`src/rtl/pwrseq_pkg.sv`:
```
package pwrseq_pkg;

  typedef enum logic [2:0] {
    ST_OFF   = 3'd0,
    ST_WAIT  = 3'd1,
    ST_START = 3'd2,
    ST_RUN   = 3'd3,
    ST_STOP  = 3'd4
  } seq_state_t;

  function automatic int unsigned ms_to_ticks(input int unsigned clk_hz,
                                              input int unsigned ms);
    int unsigned t;
    t = (clk_hz / 1000) * ms;
    return (t < 2) ? 2 : t;
  endfunction

endpackage

```
`src/rtl/pwrseq_sync.sv`:
```
module pwrseq_sync #(
  parameter int W = 4
) (
  input  logic         clk,
  input  logic         rst,
  input  logic [W-1:0] d_i,
  output logic [W-1:0] q_o
);

  logic [W-1:0] meta_q;
  logic [W-1:0] stab_q;

  for (genvar i = 0; i < W; i++) begin : g_bit
    always_ff @(posedge clk) begin
      if (rst) begin
        meta_q[i] <= 1'b0;
        stab_q[i] <= 1'b0;
      end else begin
        meta_q[i] <= d_i[i];
        stab_q[i] <= meta_q[i];
      end
    end
  end

  assign q_o = stab_q;

endmodule

```
`src/rtl/pwrseq_timer.sv`:
```
module pwrseq_timer #(
  parameter int unsigned LIMIT = 20000
) (
  input  logic clk,
  input  logic rst,
  input  logic active_i,
  output logic done_o
);

  localparam int CW = $clog2(LIMIT + 1);
  localparam logic [CW-1:0] LAST = CW'(LIMIT - 1);

  logic [CW-1:0] cnt_q;

  always_ff @(posedge clk) begin
    if (rst || !active_i) begin
      cnt_q <= '0;
    end else if (cnt_q != LAST) begin
      cnt_q <= cnt_q + 1'b1;
    end
  end

  assign done_o = active_i && (cnt_q == LAST);

endmodule

```
`src/rtl/pwrseq_fsm.sv`:
```
module pwrseq_fsm
  import pwrseq_pkg::*;
(
  input  logic       clk,
  input  logic       rst,
  input  logic       on_i,
  input  logic       ok_i,
  input  logic       pgl_i,
  input  logic       bol_i,
  input  logic       start_done_i,
  input  logic       stop_done_i,
  output seq_state_t st_o,
  output logic       pfc_en_o,
  output logic       llc_en_o,
  output logic       pg_n_o
);

  seq_state_t st_q, st_nxt;

  always_comb begin
    st_nxt = st_q;
    unique case (st_q)
      ST_OFF:   if (on_i) st_nxt = ST_WAIT;
      ST_WAIT:  if (ok_i && !bol_i) st_nxt = ST_START;
      ST_START: begin
        if (!ok_i || bol_i)     st_nxt = ST_WAIT;
        else if (start_done_i)  st_nxt = ST_RUN;
      end
      ST_RUN: begin
        if (bol_i)              st_nxt = ST_WAIT;
        else if (!ok_i || pgl_i) st_nxt = ST_STOP;
      end
      ST_STOP:  if (bol_i || stop_done_i) st_nxt = ST_WAIT;
      default:  st_nxt = ST_OFF;
    endcase
    if (!on_i) st_nxt = ST_OFF;
  end

  always_ff @(posedge clk) begin
    if (rst) begin
      st_q     <= ST_OFF;
      pfc_en_o <= 1'b0;
      llc_en_o <= 1'b0;
      pg_n_o   <= 1'b1;
    end else begin
      st_q     <= st_nxt;
      pfc_en_o <= (st_nxt != ST_OFF);
      llc_en_o <= (st_nxt == ST_RUN) || (st_nxt == ST_STOP);
      pg_n_o   <= (st_nxt != ST_RUN);
    end
  end

  assign st_o = st_q;

endmodule

```
`src/rtl/pwrseq_ctrl.sv`:
```
module pwrseq_ctrl
  import pwrseq_pkg::*;
#(
  parameter int unsigned CLK_HZ   = 1_000_000,
  parameter int unsigned START_MS = 20,
  parameter int unsigned STOP_MS  = 5
) (
  input  logic clk,
  input  logic rst,
  input  logic remote_on_i,
  input  logic pfc_ok_i,
  input  logic bulk_lo_pg_i,
  input  logic bulk_lo_bo_i,
  output logic pfc_en_o,
  output logic llc_en_o,
  output logic pg_n_o
);

  localparam int unsigned START_TICKS = ms_to_ticks(CLK_HZ, START_MS);
  localparam int unsigned STOP_TICKS  = ms_to_ticks(CLK_HZ, STOP_MS);
  localparam int NFLAG = 4;

  logic [NFLAG-1:0] flags_raw, flags_s;
  logic on_q, ok_q, pgl_q, bol_q;
  logic start_done, stop_done;
  seq_state_t st;

  assign flags_raw = {bulk_lo_bo_i, bulk_lo_pg_i, pfc_ok_i, remote_on_i};

  pwrseq_sync #(.W(NFLAG)) u_sync (
    .clk (clk),
    .rst (rst),
    .d_i (flags_raw),
    .q_o (flags_s)
  );

  assign on_q  = flags_s[0];
  assign ok_q  = flags_s[1];
  assign pgl_q = flags_s[2];
  assign bol_q = flags_s[3];

  pwrseq_timer #(.LIMIT(START_TICKS)) u_start_tmr (
    .clk      (clk),
    .rst      (rst),
    .active_i (st == ST_START),
    .done_o   (start_done)
  );

  pwrseq_timer #(.LIMIT(STOP_TICKS)) u_stop_tmr (
    .clk      (clk),
    .rst      (rst),
    .active_i (st == ST_STOP),
    .done_o   (stop_done)
  );

  pwrseq_fsm u_fsm (
    .clk          (clk),
    .rst          (rst),
    .on_i         (on_q),
    .ok_i         (ok_q),
    .pgl_i        (pgl_q),
    .bol_i        (bol_q),
    .start_done_i (start_done),
    .stop_done_i  (stop_done),
    .st_o         (st),
    .pfc_en_o     (pfc_en_o),
    .llc_en_o     (llc_en_o),
    .pg_n_o       (pg_n_o)
  );

endmodule

```
`config.mk`:
```
export PLATFORM = sky130hd
export DESIGN_NAME = pwrseq_ctrl
export DESIGN_NICKNAME = d
export VERILOG_FILES = /design/src/rtl/pwrseq_pkg.sv /design/src/rtl/pwrseq_sync.sv /design/src/rtl/pwrseq_timer.sv /design/src/rtl/pwrseq_fsm.sv /design/src/rtl/pwrseq_ctrl.sv
export SDC_FILE = /design/constraint.sdc
export NUM_CORES = 1
export LEC_CHECK = 0
export BUFFER_PORTS_ARGS = -buffer_cell sky130_fd_sc_hd__buf_2
export CORE_UTILIZATION = 53
export CTS_BUF_LIST = sky130_fd_sc_hd__clkbuf_16
export DETAILED_ROUTE_END_ITERATION = 8
export PLACE_DENSITY = 0.73
export SLEW_MARGIN = 20
export SYNTH_ARGS = -nofsm -noshare
export SYNTH_HDL_FRONTEND = slang
export SYNTH_SLANG_ARGS = --single-unit
```
`constraint.sdc`:
```
create_clock -name clk -period 1.9 [get_ports clk]
set_clock_uncertainty 0.2 [all_clocks]
set_input_delay 0.095 -clock clk [delete_from_list [all_inputs] [get_ports clk]]
set_output_delay 0.095 -clock clk [all_outputs]
set_load 0.02 [all_outputs]
```
# Word-level counts from Yosys, hierarchy flattened
# Index checks and enable logic that the tools add are counted.
# W data, S select, Z words.
[op_classes]
n_mux = 8
addsub = 2
n_eq_ne = 11
reduce_logical = 15
[op_table]
columns = ["op", "n"]
rows = [
  ["$mux W3", 7],
  ["$add A15 B1 Y15 const B", 1],
  ["$eq A15 B15 Y1 const B", 1],
  ["$ne A15 B15 Y1 const B", 1],
  ["$pmux W3 S5", 1],
  ["$add A13 B1 Y13 const B", 1],
  ["$eq A13 B13 Y1 const B", 1],
  ["$ne A13 B13 Y1 const B", 1],
  ["$eq A3 B2 Y1 const B", 3],
  ["$eq A3 B3 Y1 const B", 2],
  ["$logic_or A1 B1 Y1", 6],
  ["$logic_not A1 Y1", 4],
  ["$eq A3 B1 Y1 const B", 1],
  ["$logic_and A1 B1 Y1", 3],
  ["$logic_not A3 Y1", 1],
  ["$ne A3 B2 Y1 const B", 1],
  ["$reduce_bool A3 Y1", 1],
]
[totals]
register_bits = 42
out_inout_bits = 3

# Depth between registers and ports, before layout
# Gate-level depths: netlist of run 1.
[logic_depth]
depth_word = 8
depth_mapped = 7

# Modules after synthesis
# From an unflattened synthesis of run 1, not the netlist that was laid out.
[unflattened]
hier_cells = 208
area_unflattened_um2 = 1854.3
[by_module_without_submodules]
columns = ["module", "area_each_um2", "n_inst", "cells_each", "seq_area_each_um2"]
rows = [
  ["pwrseq_timer (u_start_tmr)", 726.9, 1, 85, 300.3],
  ["pwrseq_timer (u_stop_tmr)", 645.6, 1, 75, 260.2],
  ["pwrseq_fsm", 256.5, 1, 30, 120.1],
  ["pwrseq_sync", 210.2, 1, 16, 160.2],
  ["pwrseq_ctrl", 15.0, 1, 2, 0.0],
]

# Worst setup path before layout of run 1
# OpenSTA, ideal clock, no wires.
[synth_timing]
kind = "reg2reg"
start = "register u_start_tmr.cnt_q[0]"
end = "register u_start_tmr.cnt_q[13]"
path_slack_ps = 54
stages_incl_launch_ff = 8
arrival_time_ps = 1531
period_less_slack_ps = 1846
path_cell_list = "dfxtp_1 -> ha_1 -> and4_1 -> and4_1 -> buf_6 -> nor4_1 -> xnor2_1 -> nor2_1"
[synth_between]
elab_chain_len = 1
[synth_rtl]
columns = ["item", "line", "source"]
rows = [
  ["from (decl)", "pwrseq_timer.sv:13", "logic [CW-1:0] cnt_q;"],
  ["from (signal assigned)", "pwrseq_timer.sv:19", "cnt_q <= cnt_q + 1'b1;"],
  ["$add A15 B1 Y15 / $ne A15 B15 Y1 (equally long branches)", "pwrseq_timer.sv:19, pwrseq_timer.sv:18", ""],
]
# Several ways; a longest one is shown, not always the timed one.
# A chain may end at the register's enable or synchronous reset.

# Final worst setup path of run 1
[layout_timing]
start = "register u_start_tmr.cnt_q[0]"
end = "register u_start_tmr.cnt_q[11]"
# Same word-level chain as after synthesis.

==> results.md, run 1 <==
* Clock-pin slew on the worst setup and hold paths at 0.06 ns
* Drt drc at 0
* Worst skew pair latency at 0.28 ns
* Area of the multi-input gates at 897.1 µm²
* YS warnings at 0
* Post-synth cell types at 36
* Synth-to-Final Area Change at 20.13%
* Post-DP HPWL at 1957 µm
* Clock network fraction of total power at 45.5%
* Clk sinks at 42
* Die area at 0.003505 mm²
* Die width at 59.20 µm
* Crit path DAT at 1.79 ns
* H-tree Lvls at 2
* Sequential fraction of the synthesis area at 48.48%
* Mapped Nets at 197
* Int Pwr at 1.388 mW
* Largest net degree at the start of global routing at 16
* Number of synthesized register bits at 42
* Startpoint types: flip-flop
* Final period util at 96.21%
* Syn Inst Count at 189
* Synth Area per Inst at 9.175 µm²
* Number of synthesized flops with an enable pin at 0
* Num rows at 20
* Worst Max-Slew Pin Slew at 0.4857 ns
* Tmin final at 1.828 ns
* Async set or reset register ratio after synthesis at 0%
* Critical Path Sink Type: flip-flop
* CP max FO at 6
* Detailed Routing Iterations Pass 1 at 4
* Finished Layout Cells at 256
* Buffers and inverters on the worst path at 0
* Reg-to-reg slack, setup at 0.07 ns
* Post-CTS setup buffers at 0
* Antenna cells at 0
* Slew Limit Fails at 0
* CP max stage cell: dfxtp_1
* Routed WL at 3102 µm
* Gr usage total at 21.44%
* Final Hold Viols at 0
* Nets@finish at 219
* Initial drt markers at 71
* MaxCap Viol Count at 0
* Crit path max-delay family: simple AND/OR/NAND/NOR gates
* Largest stage delay, worst path at 0.33 ns
* Number of global-route vias before repair at 1302
* Sw Ratio at 18.92%
* Register Area at 840.8 µm²
* Crit-path cells: ha_1, and4_4, and4_2, nor4_2, xnor2_1, nor2_1
* RD Place Congestion at 0.7979
* Sequential Power Share at 52.2%
* Max Freq at 0.5471 GHz
* First-pass GRT wire length at 5409 µm
* Vias post-DR at 1321
* Antenna Nets Post-Route at 0
* Synth Flop Type: dfxtp_1
* Slew HR at 67.53%
* Endpoints failing setup at 0
* Root buffer cell: clkbuf_16
* Gate power share at 2.3%
* Total gr overflow at 0
* Worst VDD drop at 0.6563 mV
* Clk buf depth at 2
* Crit path kind: flip-flop to flip-flop
* Worst path required time at 1.86 ns
* Total CTS buffers at 5
* Die Y-Extent at 59.20 µm
* Pleak at 0.7395 nW
* Starting Density at 56.34%
* Routed wire length per instance at 12.12 µm
* Initial antenna violation count at 0
* I/O pin count at 9
* Placed Instances at 239
* Status: finished, final reports clean
* Sw Pwr at 324.0 µW
* # fillers at 246
* Power Density at 821.9 mW/mm²
* IO buf count at 8
* Fin worst setup slack at 0.07204 ns
* Vias per cell at 5.160
* RSZ-0062 raised after global routing: yes
* Worst hold path type: flip-flop to flip-flop
* Setup_tns at 0 ns
* CTS tree: yes
* Share of cells above drive strength 1 at 13.68%
* Dpl ws at -0.03136 ns
* Cell Area, Synth at 0.001734 mm²
* Core Region at 0.003078 mm²
## logic make-up (layout without fill, tap and decap cells)
| logic type | after synthesis | in the layout | share of synthesized area [%] |
|---|---|---|---|
| AO/OA/AOI/OAI | 18 | 18 | 6.349 |
| flip-flops | 42 | 42 | 48.49 |
| AND/OR/NAND/NOR | 99 | 99 | 30.09 |
| adder cells (fa/ha/maj) | 2 | 2 | 1.443 |
| multiplexers | 1 | 1 | 0.5772 |
| XOR/XNOR | 22 | 22 | 11.11 |
| buffers and inverters | 5 | 28 | 1.948 |
## final cells by class
type | count | area share (%)
Sequential cell | 42 | 40.36
Tap cell | 44 | 2.643
Clock buffer | 5 | 6.006
Clock inverter | 3 | 0.6006
Timing Repair Buffer | 20 | 7.327
Multi-Input combinational cell | 142 | 43.06
## layout by cell type, fill, tap and decap left out, drive strengths merged, types with 3 or more instances in the layout
master	instances
a21oi	6
dfxtp	42
nand4	3
nor2	31
buf	11
nor2b	10
nand2	14
xnor2	13
o21ai	4
nor3	3
xor2	9
or3	3
nand3	8
clkbuf	5
and4	4
and2	4
and3	6
dlygate4sd3	9
nor4	3
## power groups by stage
stage / Clock, mW / Combinational (mW) / Sequential [mW]
6_report: 0.779 / 0.0394 / 0.894
5_1_grt: 0.836 / 0.0423 / 0.894
4_1_cts: 0.808 / 0.0368 / 0.894
3_5_place_dp: 0 / 0.0228 / 0.913
3_3_place_gp: 0 / 0.0221 / 0.913
2_1_floorplan: 0 / 0.0146 / 0.913
## Yosys cell counts, types with 4 or more instances
| library cell | number | area (µm²) |
|---|---|---|
| o21ai_0 | 4 | 20.02 |
| and3_1 | 4 | 25.02 |
| a21oi_1 | 6 | 30.03 |
| xnor2_1 | 13 | 113.9 |
| xor2_1 | 9 | 78.83 |
| dfxtp_1 | 42 | 840.8 |
| nor2b_1 | 10 | 62.56 |
| nor2_1 | 31 | 116.4 |
| nand2_1 | 14 | 52.55 |
| nand3_1 | 8 | 40.04 |
| and2_1 | 4 | 25.02 |
## worst register-to-register path: cells and delay by family (launching register included)
kind	cells	cell delay [ns]
xor gates and xnor gates	1	0.15
adders and majority gates	1	0.23
DFF	1	0.33
and+or+nand+nor	4	0.80
## timing repair
action	CTS	global route
hold endpoints to repair	8	0
gates resized for setup	2	7
pin swaps	0	3
hold buffers	9	0
endpoints found under the setup margin	2	9
## metrics by stage
stage	power [mW]	hold WS (ns)	area, µm²	utilization (%)
floorplan	0.9273	0.02318	1734	-
global placement	0.9346	0.1048	1818	59.07
detailed placement	0.9356	0.1109	1818	59.07
CTS	1.738	0.2376	2058	66.87
global route	1.773	0.2559	2083	67.68
finish	1.712	0.2335	2083	67.68
## routing by layer
metal / part of all wire [%] / vias to the layer above / global-route usage (%)
met5: 0 / - / 0
li1: - / 689 / -
met2: 48 / 14 / 36.28
met1: 47 / 611 / 23.96
met4: 2.2 / 0 / 13.61
met3: 2.5 / 7 / 5.240
## registers in the layout (all words and copies together) (netlist names)
| signal | cells |
|---|---|
| u_sync.q_o | 4 |
| u_stop_tmr.cnt_q | 13 |
| u_fsm.st_o | 3 |
| u_fsm.pfc_en_o | 1 |
| u_start_tmr.cnt_q | 15 |
| u_fsm.pg_n_o | 1 |
| u_sync.meta_q | 4 |
| u_fsm.llc_en_o | 1 |
## path summary, 6_finish.rpt
kind,start,to,depth (start not counted)
max,u_start_tmr.cnt_q[0],u_start_tmr.cnt_q[11],6
min,u_sync.meta_q[1],u_sync.q_o[1],1
max reg2reg,u_start_tmr.cnt_q[0],u_start_tmr.cnt_q[11],6
min reg2reg,u_sync.meta_q[1],u_sync.q_o[1],1
No activity file was read; power rests on OpenSTA's default activity.
==> run 2, diff against run 1 <==
Settings changed: CELL_PAD_IN_SITES_DETAIL_PLACEMENT set to 2, CELL_PAD_IN_SITES_GLOBAL_PLACEMENT set to 2, CORE_UTILIZATION 53 to 34, PLACE_DENSITY 0.73 to unset, PLACE_DENSITY_LB_ADDON set to 0.1.
==> results.md, run 2 (synthesized netlist as in run 1, its figures left out) <==
* Slew HR at 64.14% (-3.4 points)
* Worst VDD drop at 0.5373 mV (-18%)
* Critical path startpoint: u_start_tmr.cnt_q[8]
* Endpoints failing setup at 0 (unchanged)
* Most common cell after layout, fill and taps aside: dfxtp_1
* Initial antenna violation count at 0 (unchanged)
* Max reg flops at 15 (unchanged)
* Most frequent cells in the layout: dfxtp_1, nor2_1, nand2_1
* Antenna Nets Post-Route at 0 (unchanged)
* Die area at 0.005390 mm² (+54%)
* First-pass GRT wire length at 7065 µm (+31%)
* Design area at 0.002142 mm² (+2.8%)
* Gr usage total at 17.85% (-3.6 points)
* Post-DP HPWL at 2830 µm (+45%)
* MaxCap Viol Count at 0 (unchanged)
* Share of cells above drive strength 1 at 16.28% (+2.6 points)
* CP max stage cell: nor4b_1
* Final period util at 96.36% (+0.16 points)
* Register Area at 840.8 µm² (unchanged)
* IO buf count at 8 (unchanged)
* Crit path DAT at 1.79 ns (about the same)
* Synth-to-Final Area Change at 23.52%
* Status: finished, final reports clean
* Crit-path cells: nor4b_1, and4_4, nor4_2, xnor2_1, nor2_1
* Starting Density at 36.00% (-20 points)
* Routed wire length per instance at 14.78 µm (+22%)
* Largest net degree at the start of global routing at 16 (unchanged)
* Worst hold path type: flip-flop to flip-flop
* CP max FO at 6 (unchanged)
* # fillers at 549 (+120%)
* Vias per cell at 4.911 (-4.8%)
* Worst path required time at 1.86 ns (about the same)
* Reg2reg start: u_start_tmr.cnt_q[8]
* H-tree Lvls at 2 (unchanged)
* Clk sinks at 42 (unchanged)
* Final Hold Viols at 0 (unchanged)
* Clk buf depth at 2 (unchanged)
* Slew Limit Fails at 0 (unchanged)
* Total CTS buffers at 5 (unchanged)
* Largest stage delay, worst path at 0.51 ns (+0.18 ns)
* Tmin final at 1.831 ns (+0.002962 ns)
* Area of the multi-input gates at 899.6 µm² (+0.28%)
* Hold path cells at 1 (unchanged)
* Antenna cells at 0 (unchanged)
* Detailed Routing Iterations Pass 1 at 4 (unchanged)
* RSZ-0062 raised after global routing: no
* Vias post-DR at 1385 (+4.8%)
* Fin Hold WS at 0.2454 ns (+0.01198 ns)
* Nets@finish at 223 (+1.8%)
* Startpoint types: flip-flop
* I/O pin count at 9 (unchanged)
* Worst skew pair latency at 0.28 ns (about the same)
* Critical Path Sink Type: flip-flop
* Initial drt markers at 28 (-61%)
* Clock-pin slew on the worst setup and hold paths at 0.06 ns (about the same)
* Number of global-route vias before repair at 1527 (+17%)
* Routed WL at 4167 µm (+34%)
* Reg with most FFs: u_start_tmr.cnt_q
* Crit path kind: flip-flop to flip-flop
* Hold Startpoint: u_sync.meta_q[2]
* Num rows at 25 (+25%)
* Root buffer cell: clkbuf_16
* RD Place Congestion at 0.8390 (+5.2%)
* Die width at 73.42 µm (+24%)
* CTS tree: yes
* Power Density at 811.9 mW/mm² (-1.2%)
* Worst Max-Slew Pin Slew at 0.5305 ns (+0.04482 ns)
* Pleak at 0.7582 nW (+2.5%)
* Die Y-Extent at 73.42 µm (+24%)
* Max Freq at 0.5462 GHz (-0.16%)
* Drt drc at 0 (unchanged)
* Core Region at 0.004817 mm² (+57%)
* Total gr overflow at 0 (unchanged)
* Largest regs: u_start_tmr.cnt_q: 15 flops, u_stop_tmr.cnt_q: 13 flops
* Placed cell area at 0.001869 mm² (+2.8%)
* R2R cell count at 5 (-1)
run 2: cell count changes in the layout (fill, tap and decap cells not counted):
cell      delta
and4_2       -1
and4_4       +1
buf_4        +4
clkinv_1     -1
clkinv_2     +1
inv_1        -1
nor3_1       -1
nor3_2       +1
o21ai_1      -1
o21ai_2      +1
xor2_1       +1
xor2_2       -1
run 2: final timing paths:
check,endpoint,slack (ns)
min reg2reg,u_sync.q_o[2],0.25
min,u_sync.q_o[2],0.25
max,u_start_tmr.cnt_q[11],0.07
max reg2reg,u_start_tmr.cnt_q[11],0.07
run 2: final cells by class:
class / instances / area share (%)
tap: 67 / 3.914
clock buffer: 5 / 5.841
timing repair buffer: 24 / 8.528
clock inverter: 2 / 0.4673
sequential: 42 / 39.25
multi-input combinational: 142 / 42.00
run 2: what timing repair did:
item                                    CTS  global route
setup buffers                             0             1
resized for setup                         5             6
pin swaps                                 0             1
hold buffers                              9             0
endpoints found under the setup margin    5             9
endpoints found under the hold margin     8             0
run 2: metrics by stage:
step	utilization [%]	total power, mW	setup WS, ns	setup TNS [ns]	cells
4_1_cts	43.87	1.768	-0.01207	-0.01893	281
6_report	44.47	1.739	0.06908	0	282
3_3_place_gp	38.81	0.9354	0.05090	0	265
2_1_floorplan	-	0.9273	0.05437	0	189
3_5_place_dp	38.81	0.9374	-0.06920	-0.2121	265
5_1_grt	44.47	1.818	0.01934	0	282
run 2: per-layer routing:
| layer | GRT usage, % | vias up | part of all wire (%) |
|---|---|---|---|
| met3 | 6.722 | 6 | 2.1 |
| li1 | - | 693 | - |
| met2 | 30.25 | 11 | 52 |
| met4 | 6.624 | 0 | 1.7 |
| met5 | 0 | - | 0 |
| met1 | 20.46 | 675 | 45 |
run 2: power by group:
| group | leakage [nW] | internal (mW) | switching, mW |
|---|---|---|---|
| clock | 0.0694 | 0.474 | 0.332 |
| sequential | 0.340 | 0.890 | 0.00441 |
| combinational | 0.349 | 0.0247 | 0.0140 |
run 2: worst max-delay path, delay by kind of cell (launching register included):
family	cells	cell delay [ns]
flip-flops	1	0.33
AND/OR/NAND/NOR	4	1.03
XOR/XNOR	1	0.15
